[src/rtl/manchester_hdlc_pkg.sv]
package manchester_hdlc_pkg;
  localparam logic [3:0] TAG_FLAG = 4'hF;
  localparam logic [3:0] TAG_DATA = 4'h0;
  localparam logic [7:0] FLAG_OCTET = 8'h7E;

  typedef struct packed {
    logic [3:0] tag;
    logic [3:0] chan;
    logic [7:0] body;
  } rx_word_t;

  function automatic rx_word_t make_word(input logic [3:0] tag, input logic [3:0] chan,
                                         input logic [7:0] body);
    rx_word_t w;
    w.tag  = tag;
    w.chan = chan;
    w.body = body;
    return w;
  endfunction
endpackage

[src/rtl/mhr_run_track.sv]
// Samples the line, measures each run of a level and converts it into
// one or two half-bit cells. Over-long runs are flagged as errors.
module mhr_run_track #(
  parameter int CNT_W = 8
) (
  input  logic             clk,
  input  logic             rst_n,
  input  logic             line_in,
  input  logic [CNT_W-1:0] half_ticks,
  output logic             half_vld,
  output logic             half_val,
  output logic             run_err
);
  localparam int RUN_W = CNT_W + 2;
  localparam int LIM_W = CNT_W + 3;

  logic             sync1, sync2, level, long_run, pend, pend_val;
  logic [RUN_W-1:0] run;
  logic [LIM_W-1:0] run_x2, lim_one, lim_two;
  logic             edge_seen;

  always_comb begin
    run_x2    = {run, 1'b0};
    lim_one   = {3'b000, half_ticks} + {2'b00, half_ticks, 1'b0};
    lim_two   = lim_one + {2'b00, half_ticks, 1'b0};
    edge_seen = (sync2 != level);
  end

  always_ff @(posedge clk) begin
    if (!rst_n) begin
      sync1    <= 1'b0;
      sync2    <= 1'b0;
      level    <= 1'b0;
      run      <= '0;
      long_run <= 1'b0;
      pend     <= 1'b0;
      pend_val <= 1'b0;
      half_vld <= 1'b0;
      half_val <= 1'b0;
      run_err  <= 1'b0;
    end else begin
      sync1    <= line_in;
      sync2    <= sync1;
      half_vld <= 1'b0;
      run_err  <= 1'b0;
      if (edge_seen) begin
        level    <= sync2;
        run      <= RUN_W'(1);
        long_run <= 1'b0;
        if (pend) begin
          pend    <= 1'b0;
          run_err <= 1'b1;
        end else if (!long_run) begin
          if (run_x2 < lim_one) begin
            half_vld <= 1'b1;
            half_val <= level;
          end else if (run_x2 < lim_two) begin
            half_vld <= 1'b1;
            half_val <= level;
            pend     <= 1'b1;
            pend_val <= level;
          end else begin
            run_err <= 1'b1;
          end
        end
      end else begin
        if (run != '1) run <= run + RUN_W'(1);
        if (pend) begin
          half_vld <= 1'b1;
          half_val <= pend_val;
          pend     <= 1'b0;
        end
        if (!long_run && (run_x2 >= lim_two)) begin
          long_run <= 1'b1;
          run_err  <= 1'b1;
        end
      end
    end
  end
endmodule

[src/rtl/mhr_phase_align.sv]
// Pairs half-bits into data bits, slips one half-bit on an illegal
// pair and releases bits only after a clean run.
module mhr_phase_align #(
  parameter int CLEAN_BITS = 8
) (
  input  logic clk,
  input  logic rst_n,
  input  logic half_vld,
  input  logic half_val,
  input  logic run_err,
  output logic bit_vld,
  output logic bit_val,
  output logic man_err
);
  localparam int CW = $clog2(CLEAN_BITS + 1);

  logic          have_first, first_val;
  logic [CW-1:0] clean_cnt;

  always_ff @(posedge clk) begin
    if (!rst_n) begin
      have_first <= 1'b0;
      first_val  <= 1'b0;
      clean_cnt  <= '0;
      bit_vld    <= 1'b0;
      bit_val    <= 1'b0;
      man_err    <= 1'b0;
    end else begin
      bit_vld <= 1'b0;
      man_err <= 1'b0;
      if (run_err) begin
        have_first <= 1'b0;
        clean_cnt  <= '0;
        man_err    <= 1'b1;
      end else if (half_vld) begin
        if (!have_first) begin
          have_first <= 1'b1;
          first_val  <= half_val;
        end else if (first_val == half_val) begin
          man_err   <= 1'b1;
          clean_cnt <= '0;
          first_val <= half_val;
        end else begin
          have_first <= 1'b0;
          if (clean_cnt == CW'(CLEAN_BITS)) begin
            bit_vld <= 1'b1;
            bit_val <= first_val;
          end else begin
            clean_cnt <= clean_cnt + CW'(1);
          end
        end
      end
    end
  end
endmodule

[src/rtl/mhr_deframer.sv]
// Flag search, zero removal, abort handling and octet assembly.
module mhr_deframer
  import manchester_hdlc_pkg::*;
#(
  parameter int OCT_W = 8
) (
  input  logic     clk,
  input  logic     rst_n,
  input  logic     bit_vld,
  input  logic     bit_val,
  input  logic     man_err,
  input  logic [3:0] chan_id,
  output logic     word_vld,
  output rx_word_t word
);
  localparam int BC_W = $clog2(OCT_W);

  logic [2:0]       ones;
  logic [BC_W-1:0]  bit_cnt;
  logic [OCT_W-1:0] octet;
  logic [OCT_W-1:0] octet_next;
  logic             flag_seen;

  assign octet_next = {bit_val, octet[OCT_W-1:1]};

  always_ff @(posedge clk) begin
    if (!rst_n) begin
      ones      <= '0;
      bit_cnt   <= '0;
      octet     <= '0;
      flag_seen <= 1'b0;
      word_vld  <= 1'b0;
      word      <= '0;
    end else begin
      word_vld <= 1'b0;
      if (man_err) begin
        ones      <= '0;
        bit_cnt   <= '0;
        flag_seen <= 1'b0;
      end else if (bit_vld) begin
        if (bit_val) begin
          if (ones != 3'd7) ones <= ones + 3'd1;
          octet   <= octet_next;
          bit_cnt <= bit_cnt + BC_W'(1);
          if (ones == 3'd6) begin
            flag_seen <= 1'b0;
          end else if (bit_cnt == BC_W'(OCT_W - 1) && flag_seen) begin
            word_vld <= 1'b1;
            word     <= make_word(TAG_DATA, chan_id, octet_next);
          end
        end else if (ones == 3'd5) begin
          ones <= '0;
        end else if (ones == 3'd6) begin
          ones      <= '0;
          bit_cnt   <= '0;
          flag_seen <= 1'b1;
          word_vld  <= 1'b1;
          word      <= make_word(TAG_FLAG, chan_id, FLAG_OCTET);
        end else begin
          ones    <= '0;
          octet   <= octet_next;
          bit_cnt <= bit_cnt + BC_W'(1);
          if (bit_cnt == BC_W'(OCT_W - 1) && flag_seen) begin
            word_vld <= 1'b1;
            word     <= make_word(TAG_DATA, chan_id, octet_next);
          end
        end
      end
    end
  end
endmodule

[src/rtl/manchester_hdlc_rx.sv]
module manchester_hdlc_rx
  import manchester_hdlc_pkg::*;
#(
  parameter int CNT_W      = 8,
  parameter int CLEAN_BITS = 8
) (
  input  logic             clk,
  input  logic             rst_n,
  input  logic             line_in,
  input  logic [CNT_W-1:0] half_ticks,
  input  logic [3:0]       chan_id,
  output logic             out_valid,
  input  logic             out_ready,
  output logic [15:0]      out_data
);
  logic     half_vld, half_val, run_err;
  logic     bit_vld, bit_val, man_err;
  logic     word_vld;
  rx_word_t word;

  mhr_run_track #(.CNT_W(CNT_W)) u_run (
    .clk(clk), .rst_n(rst_n), .line_in(line_in), .half_ticks(half_ticks),
    .half_vld(half_vld), .half_val(half_val), .run_err(run_err)
  );

  mhr_phase_align #(.CLEAN_BITS(CLEAN_BITS)) u_align (
    .clk(clk), .rst_n(rst_n), .half_vld(half_vld), .half_val(half_val),
    .run_err(run_err), .bit_vld(bit_vld), .bit_val(bit_val), .man_err(man_err)
  );

  mhr_deframer #(.OCT_W(8)) u_defr (
    .clk(clk), .rst_n(rst_n), .bit_vld(bit_vld), .bit_val(bit_val),
    .man_err(man_err), .chan_id(chan_id), .word_vld(word_vld), .word(word)
  );

  // One holding register; a word arriving while it is held is dropped.
  always_ff @(posedge clk) begin
    if (!rst_n) begin
      out_valid <= 1'b0;
      out_data  <= '0;
    end else if (word_vld && (!out_valid || out_ready)) begin
      out_valid <= 1'b1;
      out_data  <= word;
    end else if (out_ready) begin
      out_valid <= 1'b0;
    end
  end
endmodule

[config.mk]
export PLATFORM = sky130hd
export DESIGN_NAME = manchester_hdlc_rx
export DESIGN_NICKNAME = d
export VERILOG_FILES = /design/src/rtl/manchester_hdlc_pkg.sv /design/src/rtl/mhr_run_track.sv /design/src/rtl/mhr_phase_align.sv /design/src/rtl/mhr_deframer.sv /design/src/rtl/manchester_hdlc_rx.sv
export SDC_FILE = /design/constraint.sdc
export NUM_CORES = 1
export LEC_CHECK = 0
export BUFFER_PORTS_ARGS = -buffer_cell sky130_fd_sc_hd__buf_2
export CAP_MARGIN = 15
export CORE_MARGIN = 1.5
export CORE_UTILIZATION = 45
export DETAILED_ROUTE_END_ITERATION = 10
export HOLD_SLACK_MARGIN = 0.12
export PLACE_DENSITY = 0.67
export SLEW_MARGIN = 20
export SYNTH_ARGS = -nofsm -noshare
export SYNTH_HDL_FRONTEND = slang
export SYNTH_SLANG_ARGS = --single-unit
export TNS_END_PERCENT = 1
[constraint.sdc]
create_clock -name clk -period 4.98 [get_ports clk]
set_input_delay 0.498 -clock clk [delete_from_list [all_inputs] [get_ports clk]]
set_output_delay 0.498 -clock clk [all_outputs]
set_load 0.005 [all_outputs]
==> results of run 1 <==
cells in the mapped netlist (all sizes together) (2+ instances only):
library cell,number,area share
dfxtp,70,0.35
ha,45,0.14
nor2b,33,0.052
mux2i,31,0.078
nor2,31,0.031
nand2,27,0.027
a21oi,24,0.031
inv,18,0.017
o21ai,16,0.021
nand3,13,0.016
xnor2,12,0.026
a21o,10,0.019
xor2,9,0.020
buf,8,0.015
clkbuf,8,0.0075
nor3,8,0.011
and2,7,0.011
o221a,6,0.017
nand2b,5,0.0078
o21a,5,0.0094
a211oi,4,0.0075
and3,4,0.0063
nand3b,4,0.0075
a21boi,3,0.0066
a31o,2,0.0066
fa,2,0.010
nand4,2,0.0047
o2111a,2,0.0056
o21bai,2,0.0038
or2,2,0.0031
or3,2,0.0031
kinds of logic after synthesis:
group / count (synthesis) / share of synthesized area
compound gates: 80 / 0.141
xor+xnor: 21 / 0.0460
fa+ha+maj: 47 / 0.151
buf+inv: 34 / 0.0391
flops: 70 / 0.351
mux: 31 / 0.0776
simple gates: 144 / 0.194
power breakdown:
part | switching [mW] | internal [mW]
logic | 0.118 | 0.0956
registers | 0.00543 | 0.563
clock network | 0.224 | 0.335
per-stage QoR:
stage / std cells / instance area, um2
detailed placement: 551 / 4200
global placement: 551 / 4200
floorplan: 427 / 4000
global route: 567 / 4450
finish: 567 / 4450
CTS: 567 / 4450
sequential cells by signal, summed over array words and instances, names as in the netlist, 3 cells and up:
register           cells
u_defr.octet           7
out_data              13
u_align.clean_cnt      4
u_defr.word           13
u_defr.bit_cnt         3
u_run.run             10
u_defr.ones            3
layer usage:
metal,track usage,part of all wire,vias to the layer above
li1,-,-,1553
met1,0.195,0.47,1403
met2,0.287,0.48,37
met3,0.0424,0.031,9
met4,0.0440,0.013,0
met5,0,0,-
area by class of cell:
type | count | area (um2)
Sequential cell | 70 | 1400
Fill cell | 823 | 4230
Clock buffer | 9 | 124
Multi-Input combinational cell | 323 | 2440
Timing Repair Buffer | 32 | 160
Inverter | 18 | 67.6
Tap cell | 108 | 135
Clock inverter | 7 | 120
cells in the final DEF, fill, tap and decap left out, drive strengths merged, types with 3 or more instances in the layout:
| cell | n |
|---|---|
| nor2b | 33 |
| nand3b | 4 |
| o21ai | 16 |
| ha | 45 |
| xor2 | 9 |
| and3 | 4 |
| mux2i | 31 |
| nand3 | 13 |
| o21a | 5 |
| nand2 | 27 |
| nor3 | 8 |
| a211oi | 4 |
| clkbuf | 9 |
| a21oi | 24 |
| o221a | 6 |
| nor2 | 31 |
| dfxtp | 70 |
| nand2b | 5 |
| bufinv | 3 |
| buf | 32 |
| xnor2 | 12 |
| and2 | 7 |
| inv | 20 |
| a21o | 10 |
| a21boi | 3 |
final timing paths:
| kind | start | to | slack, ns | cells past startpoint |
|---|---|---|---|---|
| worst min-delay path | line_in | u_run.sync1$_SDFF_PN0_ | 0.36 | 2 |
| worst max-delay path | half_ticks[0] | u_run.pend_val$_SDFFE_PN0P_ | 1.05 | 19 |
| worst max register to register | u_run.run[5]$_SDFFE_PP0P_ | u_run.half_val$_SDFFE_PN0P_ | 2.83 | 7 |
| worst min register to register | u_run.sync1$_SDFF_PN0_ | u_run.sync2$_SDFF_PN0_ | 0.44 | 1 |
==> results.md, run 1 <==
- Cell row count: 34
- Synthesized cell area: 4000 um2
- Vias in the first global route: approximately 2900
- Vias: between 3000 and 4000
- CORE AREA: 8680 um2
- Tot GR Track Use: 0.162
- Post-synth EDFFs: 0
- CP Capture Type: flop
- First-pass GRT wire length: ~13 mm
- Drt first-iter violations: 76
- WL/cell: 12.7 um
- Unrepaired setup endpoints after global routing: no
- Syn. warnings: 0
- Max incr delay on CP: 0.41 ns
- Fin. max-slew vios: 0
- Overall die width: 97.3 um
- Crit Path Max Fanout: 5
- Family with the most delay on the worst path: compound AO/OA/AOI/OAI gates
- Total power per unit cell area: 301 nW/um2
- Fmax: approximately 250 MHz
- DRT antenna net count: 0
- Drt drc: 0
- Nets: 517
- DRT Wirelength: approximately 7.2 mm
- Drt via density: 5.29
- Gr ovfl total: 0
- Ant. Diodes: 0
- Final hold vios: 0
- Area Growth Syn to Fin: 11.3%
- Status: finished clean
- Dpl hpwl: approximately 5.5 mm
- CTS max path bufs: 2
- CTS tree: done
- Hold slack: 0.362 ns
- Critical path required time: 5.25 ns
- Crit path buffers/inverters: 1
- Total Power: roughly 1.3 mW
- Die area: between 9000 and 10000 um2
- Clk_lat worst skew: 0.34 ns
- Max Cap Viol: 0
- CTS buffer count: 9
- Setup violators final: 0
- Routability congestion estimate from global placement: approximately 0.84
- Cell count after synthesis: 427
- CP Cell Sequence: buf_2 -> ha_1 -> fa_1 -> a21o_1 -> a21o_1 -> a21oi_1 -> o21ai_1 -> xnor2_1 -> ha_1 -> o311a_1 -> o21a_1 -> or2_1 -> ha_1 -> nand3_1 -> a21oi_1 -> a211oi_1 -> nand2_1 -> nor3_2 -> mux2i_1
- Initial antenna violation count: 0
- Setup TNS: 0 ns
- Post-CTS Hold Buffers: 0
- Clock skew: 0.0123 ns
- Yosys reg bits: 70
- Initial Util: 0.461
- Most used cell, CP: ha_1
- Total iterations of the first detailed-routing run: 5
- Fin crit share: 0.788
- Top_reg_cell synth: dfxtp_1
- Mapped Avg Cell Area: 9.36 um2
- CTS clk-pin slew, worst paths: 0.08 ns
- Synth Net Count: 490
- Resized cells post-CTS: 0
- Final worst-path setup slack: around 1.1 ns
- Final core occ: 0.513
- Slew margin rel.: 0.444
- Register area share after synthesis: 0.351
- Min-delay worst type: in -> reg
- H-tree levels: 3
- Crit path DAT: roughly 4.2 ns
- Worst VDD drop: ~0.13 mV
- Top-Level Pins: 33
- Clock net sink count: 70
- Leakage: 2.06 nW
- Pin count of the biggest net entering global routing: 54
- Worst Setup Path Type: in -> reg
- Setup bufs post-CTS: 0
- Slew @ Worst Pin: 0.834 ns
- CTS Root Cell: clkbuf_8
- Worst slack, placed: 0.694 ns
- Min Tclk post-route: around 4 ns
- Post-synth ARST share: 0
- Synth unique cells: 57
- Die H: 97.3 um
- Type of origin of the critical path: primary input
- Share of cells above drive strength 1: 0.131
- Buffers on Ports: 32
- Slowest CP cell: fa_1
Power figures use the tool's default switching activity.
==> run 2: changes to the inputs <==
Settings changed: PLACE_DENSITY 0.67 to 0.69.
Clock period 4.98 ns to 3.5 ns, I/O delays scaled along.
==> run 2 against run 1 <==
The run now ends with negative setup slack left. Critical path depth increased by 1. Global-route usage decreased by 0.074 points. Total power increased by 46%. Sequential share of layout area decreased by 2.8 points. Worst setup slack got worse by 1.2 ns. Largest cell class unchanged.
==> results.md, run 2 (synthesis results as in run 1) <==
- Psw: 0.498 mW
- Hold Path End: u_run.sync1$_SDFF_PN0_
- Gr ovfl total: 0
- Worst Setup Path Type: in -> reg
- Crit path DAT: around 3.9 ns
- First-pass GRT wire length: approximately 13 mm
- Drt via density: 5.12
- Crit Path Max Fanout: 4
- Most frequent cells in the layout: dfxtp_1, ha_1, buf_4, nor2b_1, mux2i_1
- CTS Root Cell: clkbuf_8
- CTS buffer count: 9
- CP Capture Type: flop
- Type of origin of the critical path: primary input
- Setup violators final: 3
- Failing checks: negative setup slack
- Total iterations of the first detailed-routing run: 4
- Final core occ: 0.562
- Overall die width: 97.3 um
- Die area: 9460 um2
- Family with the most delay on the worst path: compound AO/OA/AOI/OAI gates
- Area Growth Syn to Fin: 22.0%
- Clk pwr share: 0.360
- Leading cell type in the layout, fill and taps excluded: dfxtp_1
- Vias in the first global route: 3019
- Vias: 3084
- Fin crit share: 1.03
- Hold path start: line_in
- Ant. Diodes: 0
- Nets: about 550
- Status: complete, but fails checks
- Slowest CP cell: ha_1
- Tot GR Track Use: 0.161
- CTS tree: done
- Final worst-path setup slack: -0.107 ns
- DRT Wirelength: 7.38 mm
- Buffers on Ports: 32
- CTS clk-pin slew, worst paths: 0.07 ns
- H-tree levels: 3
- Flop pwr share: 0.415
- Clock skew: 0.00879 ns
- Fin. max-slew vios: 0
- WL/cell: around 12 um
- Worst VDD drop: around 0.21 mV
- Slew margin rel.: 0.457
- Reg2Reg Depth: 7
- Total power per unit cell area: 400 nW/um2
- Dpl hpwl: 5.39 mm
- Clock net sink count: 70
- Post-CTS Hold Buffers: 0
- Die H: 97.3 um
- FF-to-FF Start: u_run.run[5]$_SDFFE_PP0P_
- Cell row count: 34
- Slew @ Worst Pin: roughly 0.81 ns
- Pin count of the biggest net entering global routing: 54
- Drt first-iter violations: around 150
- Drt drc: 0
- Crit path buffers/inverters: 2
- Logic pwr share: 0.225
- Share of cells above drive strength 1: 0.233
- Initial Util: 0.461
- Biggest regs: out_data x13, u_defr.word x13, u_run.run x10
- Sw Share: 0.255
- Critical path required time: between 3 and 4 ns
- Reg2reg end: u_run.half_val$_SDFFE_PN0P_
- Unrepaired setup endpoints after global routing: yes
- Fmax: 277 MHz
- WHS Path Cells: 2
- Total Power: 1.95 mW
- Max incr delay on CP: 0.35 ns
- Max Cap Viol: 0
- DRT antenna net count: 0
- CORE AREA: 8680 um2
- Int Power: ~1.5 mW
- Clk_lat worst skew: ~0.34 ns
- CP Cell Sequence: buf_12 -> ha_4 -> fa_2 -> a21o_1 -> a21o_1 -> a21oi_2 -> o21ai_2 -> xnor2_2 -> ha_1 -> o311a_1 -> o21a_1 -> or2_4 -> ha_4 -> nand3_4 -> a21oi_4 -> a211oi_2 -> buf_4 -> a21oi_2 -> o21ai_2 -> mux2i_1
- CTS max path bufs: 2
- Initial antenna violation count: 0
- R2R setup slack: 1.43 ns
- Top-Level Pins: 33
- Min Tclk post-route: 3.61 ns
- Leakage: 2.25 nW
- Final hold vios: 0
- Hold slack: 0.220 ns
- Routability congestion estimate from global placement: 0.788
- Min-delay worst type: in -> reg
==> run 2: changes by cell type in the layout (fill, tap and decap cells not counted), sizes merged <==
cell      delta
clkbuf       +4
clkinvlp     -1
bufinv       -1
buf         +34
clkinv       +1
inv          -2
==> run 2: layer usage <==
metal | wire length [um] | part of all wire | global-route usage
met1 | 3400 | 0.46 | 0.190
met2 | 3650 | 0.50 | 0.293
met3 | 245 | 0.033 | 0.0360
met4 | 78 | 0.011 | 0.0462
met5 | 0 | 0 | 0
==> run 2: through the flow <==
step / setup TNS (ns) / setup WS [ns] / std cells / cell area, um2
floorplan: -0.0347 / -0.0181 / 427 / 4030
global placement: -1.56 / -0.317 / 578 / 4440
detailed placement: -2.26 / -0.462 / 578 / 4440
CTS: 0 / 0.00618 / 596 / 4670
global route: -0.714 / -0.253 / 602 / 4880
finish: -0.169 / -0.107 / 602 / 4880
==> run 2: worst max path at each step <==
| stage | from | depth (start not counted) | slack [ns] | end |
|---|---|---|---|---|
| 2_1_floorplan | half_ticks[0] | 17 | -0.02 | u_run.pend_val$_SDFFE_PN0P_ |
| 3_3_place_gp | half_ticks[1] | 18 | -0.32 | u_run.pend_val$_SDFFE_PN0P_ |
| 3_5_place_dp | half_ticks[1] | 18 | -0.46 | u_run.pend_val$_SDFFE_PN0P_ |
| 4_1_cts | half_ticks[1] | 20 | 0.006 | u_run.half_vld$_SDFF_PN0_ |
| 5_1_grt | half_ticks[1] | 20 | -0.25 | u_run.half_val$_SDFFE_PN0P_ |
| 6_report | half_ticks[1] | 20 | -0.11 | u_run.half_val$_SDFFE_PN0P_ |
==> run 2: power by group through the flow <==
stage / clock (mW) / combinational [mW] / sequential [mW]
2_1_floorplan: 0 / 0.242 / 0.826
3_3_place_gp: 0 / 0.357 / 0.827
3_5_place_dp: 0 / 0.372 / 0.827
4_1_cts: 0.731 / 0.377 / 0.809
5_1_grt: 0.764 / 0.491 / 0.810
6_report: 0.703 / 0.439 / 0.809
==> run 2: final cells by class <==
type	count	area, um2
Clock inverter	4	70.1
Tap cell	108	135
Fill cell	765	3800
Multi-Input combinational cell	323	2610
Inverter	18	67.6
Clock buffer	12	145
Timing Repair Buffer	67	447
Sequential cell	70	1400
==> run 2: what timing repair did <==
item	in CTS	in global routing
setup buffers	2	6
gates resized for setup	0	30
endpoints found under the setup margin	4	6
pin swaps	4	20
